===== src/rtl/b2s_pkg.sv =====
package b2s_pkg;
  typedef enum logic [1:0] {
    CMD_IDLE = 2'd0,
    CMD_RD   = 2'd1,
    CMD_WR   = 2'd2
  } cmd_e;
endpackage


===== src/rtl/b2s_cmd_dec.sv =====
module b2s_cmd_dec
  import b2s_pkg::*;
#(
  parameter int ADDR_W = 6
) (
  input  logic              clk_i,
  input  logic              rst_ni,
  input  logic              load_ni,
  input  logic              is_rd_i,
  input  logic [ADDR_W-1:0] addr_i,
  output cmd_e              cmd_o,
  output logic [ADDR_W-1:0] addr_o
);
  cmd_e cmd_d;

  always_comb begin
    if (load_ni)      cmd_d = CMD_IDLE;
    else if (is_rd_i) cmd_d = CMD_RD;
    else              cmd_d = CMD_WR;
  end

  always_ff @(posedge clk_i or negedge rst_ni) begin
    if (!rst_ni) begin
      cmd_o  <= CMD_IDLE;
      addr_o <= '0;
    end else begin
      cmd_o  <= cmd_d;
      if (!load_ni) addr_o <= addr_i;
    end
  end
endmodule


===== config.mk =====
export PLATFORM = sky130hd
export DESIGN_NAME = b2s_cmd_dec
export DESIGN_NICKNAME = d
export VERILOG_FILES = /design/src/rtl/b2s_pkg.sv /design/src/rtl/b2s_cmd_dec.sv
export SDC_FILE = /design/constraint.sdc
export NUM_CORES = 1
export LEC_CHECK = 0
export BUFFER_PORTS_ARGS = -buffer_cell sky130_fd_sc_hd__buf_2
export CORE_AREA = 2 2 39 41
export DETAILED_ROUTE_END_ITERATION = 10
export DIE_AREA = 0 0 41 43
export HOLD_SLACK_MARGIN = 0.12
export SETUP_SLACK_MARGIN = 0.3
export SLEW_MARGIN = 40
export SYNTH_ARGS = -nofsm -noshare
export SYNTH_HDL_FRONTEND = slang
export SYNTH_SLANG_ARGS = --single-unit

===== constraint.sdc =====
create_clock -name clk_i -period 0.8 [get_ports clk_i]
set_input_delay 0.08 -clock clk_i [delete_from_list [all_inputs] [get_ports clk_i]]
set_output_delay 0.08 -clock clk_i [all_outputs]
set_load 0.02 [all_outputs]

After elaboration in Yosys (flattened, before gate mapping)

Cells that the tools add are included.

Register bits after elaboration: 8
Input bits: 10
Output and inout bits: 8

Multiplexer cells: 2

Operators with widths:

| cell    | count |
|---|---|
| $mux W2 | 2 |

Logic depth before layout (Yosys ltp)

Depth after elaboration: 2
Mapped depth: 2

Worst setup path after synthesis

Ideal clock, no wire load.

Kind: reg-to-reg
From: reg, netlist name addr_o[0]
To: reg addr_o[0]
Required time: 0.675 ns
Stages on the path, launching flop included: 2
Library setup time: 0.125 ns
Data arrival time: 0.700 ns
Setup slack: -0.025 ns
Cell sequence: dfrtp_1 > mux2_4

RTL lines:

| element              | RTL line          | RTL |
|---|---|---|
| end signal, assigned | b2s_cmd_dec.sv:28 | `if (!load_ni) addr_o <= addr_i;` |
| end, declared        | b2s_cmd_dec.sv:12 | `output logic [ADDR_W-1:0] addr_o` |

Worst setup path after layout

From: reg addr_o[1]
To: out addr_o[1]

No word-level cell between the ends.

==> results.cfg <==
[sta]
fin_tns_setup_ns = -0.410
setup_violations = 8
worstMarginPinSlew_ns = 0.226
slew_headroom_pct = 84.9
slew_violations = 0
clock_skew_ns = 0
hold_ws_ns = -0.00647
rsz0062_at_grt = true
hold_viol_final = 1
period_needed_ns = 0.878
period_share_pct = 110
setup_ws_ns = -0.0776
fmax_mhz = 1140

[grt]
grt_max_degree = 9
grt_pass1_wl_um = 862
grt_util_all_layers_pct = 7.89
antenna_found_initial = 0
grt_pass1_vias = 208
grt_overflow = 0
gr-usage-met1_pct = 9.90
grt_busiest_layer = met2
grt_use_met3_pct = 1.57
use_met2_pct = 10.3

[floorplanning]
ioPinCount = 18
core_mm2 = 0.00138
die_h_um = 43
dieArea_mm2 = 0.00176
fp-row-count = 14
die_x_um = 41
initial_core_util_pct = 22.7

[synth]
syn_area_um2 = 314
yosysTopAreaCell = dfrtp_1
synth_nets = 27
postSynth.asyncResetShare_pct = 100
ys.flop_type = dfrtp_1
synth_edf_count = 0
synthTopCellsByCount = dfrtp_1, mux2_4, and2b_2, buf_6, nor2_1
synth_seq_cells = 8
yosysWarnings = 0
netlist-cell-type-count = 5
syn_avg_cell_area_um2 = 18.5
synthTopCellsByArea = dfrtp_1, mux2_4, buf_6
yosys.area.top_type_share_pct = 63.7
syn_inst = 17
yosysMostFrequentCell = dfrtp_1
ys_seq_area_share_pct = 63.7

[cts]
clk_latency_ns = 0.24
clock-root-buffer = clkbuf_4
cts_tree = built
numCtsBuffers = 3
clkSlewWorstSetupHoldPaths_ns = 0.06
cts_sinks = 8
clockBufferDepth = 2
htreeDepth = 1
holdBufCountCts = 1

[finish]
num_antenna_cells = 0
multiInputGateArea_um2 = 103
drive_gt1_share_pct = 86.8
syn2layout_area_growth_pct = 59.8
finalNonFillerCells = 54
seq_area_um2 = 208
nFillCells = 142
final_nets = 49

[worst_setup_path]
r2r_setup_slack_ns = 0.02
worst_r2r_endpoint = addr_o[1]$_DFFE_PN0N_
reg2regPathDepth = 1
r2r_start = addr_o[1]$_DFFE_PN0N_
crit_path_max_incr_delay_ns = 0.41
startpoint_type = flop
worst-path-buf-inv = 1
required_ns = 0.72
critPathKind = reg -> out
path_max_fanout = 2
arrival_ns = 0.80
path_cells = buf_6
cp_slowest_cell = dfrtp_2
end_kind = output pin
critPathTopFamily = flip-flops

[place]
dp_hpwl_um = 420
gp_congestion = 0.589
dp.cells = 49
portBuffers = 17

[hold_path]
min_delay_path_depth = 2
holdPathEnd = cmd_o[1]$_DFF_PN0_
hp-class = in -> reg
hold_path.startpoint = is_rd_i

[route]
ant_nets = 0
post_drt_via_cell_ratio = 3.78
drt_iter0_drc = 1
wl_um = 549
vias = 204
drc = 0
wire_per_inst_um = 10.2
firstDrtPassIters = 2

[power_and_ir_drop]
p_leak_nw = 0.249
power_density_mw_per_mm2 = 2010
peakVddDrop_v = 0.000544

[outcome]
failed_checks = negative hold slack, negative setup slack
outcome = finished with violations

[job]
cap_violations = 0
## kinds of logic (layout without fill, tap and decap cells)
| group | count (synthesis) | count (layout) | synth area share, % |
|---|---|---|---|
| buf+inv | 1 | 22 | 3.59 |
| flops | 8 | 8 | 63.7 |
| mux | 6 | 6 | 28.7 |
| simple gates | 2 | 2 | 3.98 |
## state kept, by name, indices dropped and copies added (netlist names)
name	flops
addr_o	6
cmd_o	2
## what timing repair did
action	CTS	global route
endpoints found under the hold margin	16	8
pin swaps	0	0
gates resized for setup	16	0
endpoints found under the setup margin	14	14
buffers inserted	0	0
cloned	0	0
## report_power, final
group | switching, mW | internal, mW
Clock | 0.128 | 0.190
Combinational | 0.0889 | 0.132
Sequential | 0.0244 | 0.446
## final cells by class
class | count | share of cell area [%]
Sequential cell | 8 | 41.4
Timing Repair Buffer | 18 | 28.9
Multi-Input combinational cell | 8 | 20.4
Clock buffer | 4 | 5.24
Tap cell | 16 | 3.99
## metal layers
layer	vias to the layer above	part of all wire, %
met1	100	46
met2	6	51
li1	98	-
met5	-	0
met3	0	3.1
met4	0	0
## stage by stage
step                setup slack (ns)  cell area (um2)  hold slack [ns]  utilization, %  total power, mW
floorplan                    -0.0124              330           -0.216               -            0.586
global placement              0.0345              415          -0.0706            30.0            0.645
detailed placement            0.0400              415          -0.0699            30.0            0.647
CTS                          -0.0854              502          -0.0131            36.3             1.03
global route                  -0.107              502         -0.00730            36.3             1.07
finish                       -0.0776              502         -0.00647            36.3             1.01
## worst max path at each step
stage | cells past startpoint | slack [ns] | to | start
floorplan | 1 | -0.01 | addr_o[0]$_DFFE_PN0N_ | addr_o[0]$_DFFE_PN0N_
global placement | 2 | 0.03 | addr_o[2]$_DFFE_PN0N_ | load_ni
detailed placement | 1 | 0.04 | addr_o[1]$_DFFE_PN0N_ | addr_o[1]$_DFFE_PN0N_
CTS | 1 | -0.09 | addr_o[1] | addr_o[1]$_DFFE_PN0N_
global route | 1 | -0.11 | addr_o[1] | addr_o[1]$_DFFE_PN0N_
finish | 1 | -0.08 | addr_o[1] | addr_o[1]$_DFFE_PN0N_
## layout by cell type, fill, tap and decap left out
| cell | netlist | layout |
|---|---|---|
| nor2_1 | 1 | 1 |
| dlygate4sd3_1 | 0 | 1 |
| buf_2 | 0 | 9 |
| mux2_4 | 6 | 6 |
| dfrtp_1 | 8 | 2 |
| buf_6 | 1 | 8 |
| clkbuf_1 | 0 | 1 |
| dfrtp_2 | 0 | 6 |
| clkbuf_4 | 0 | 3 |
| and2b_2 | 1 | 1 |
(Power assumes the default switching activity.)
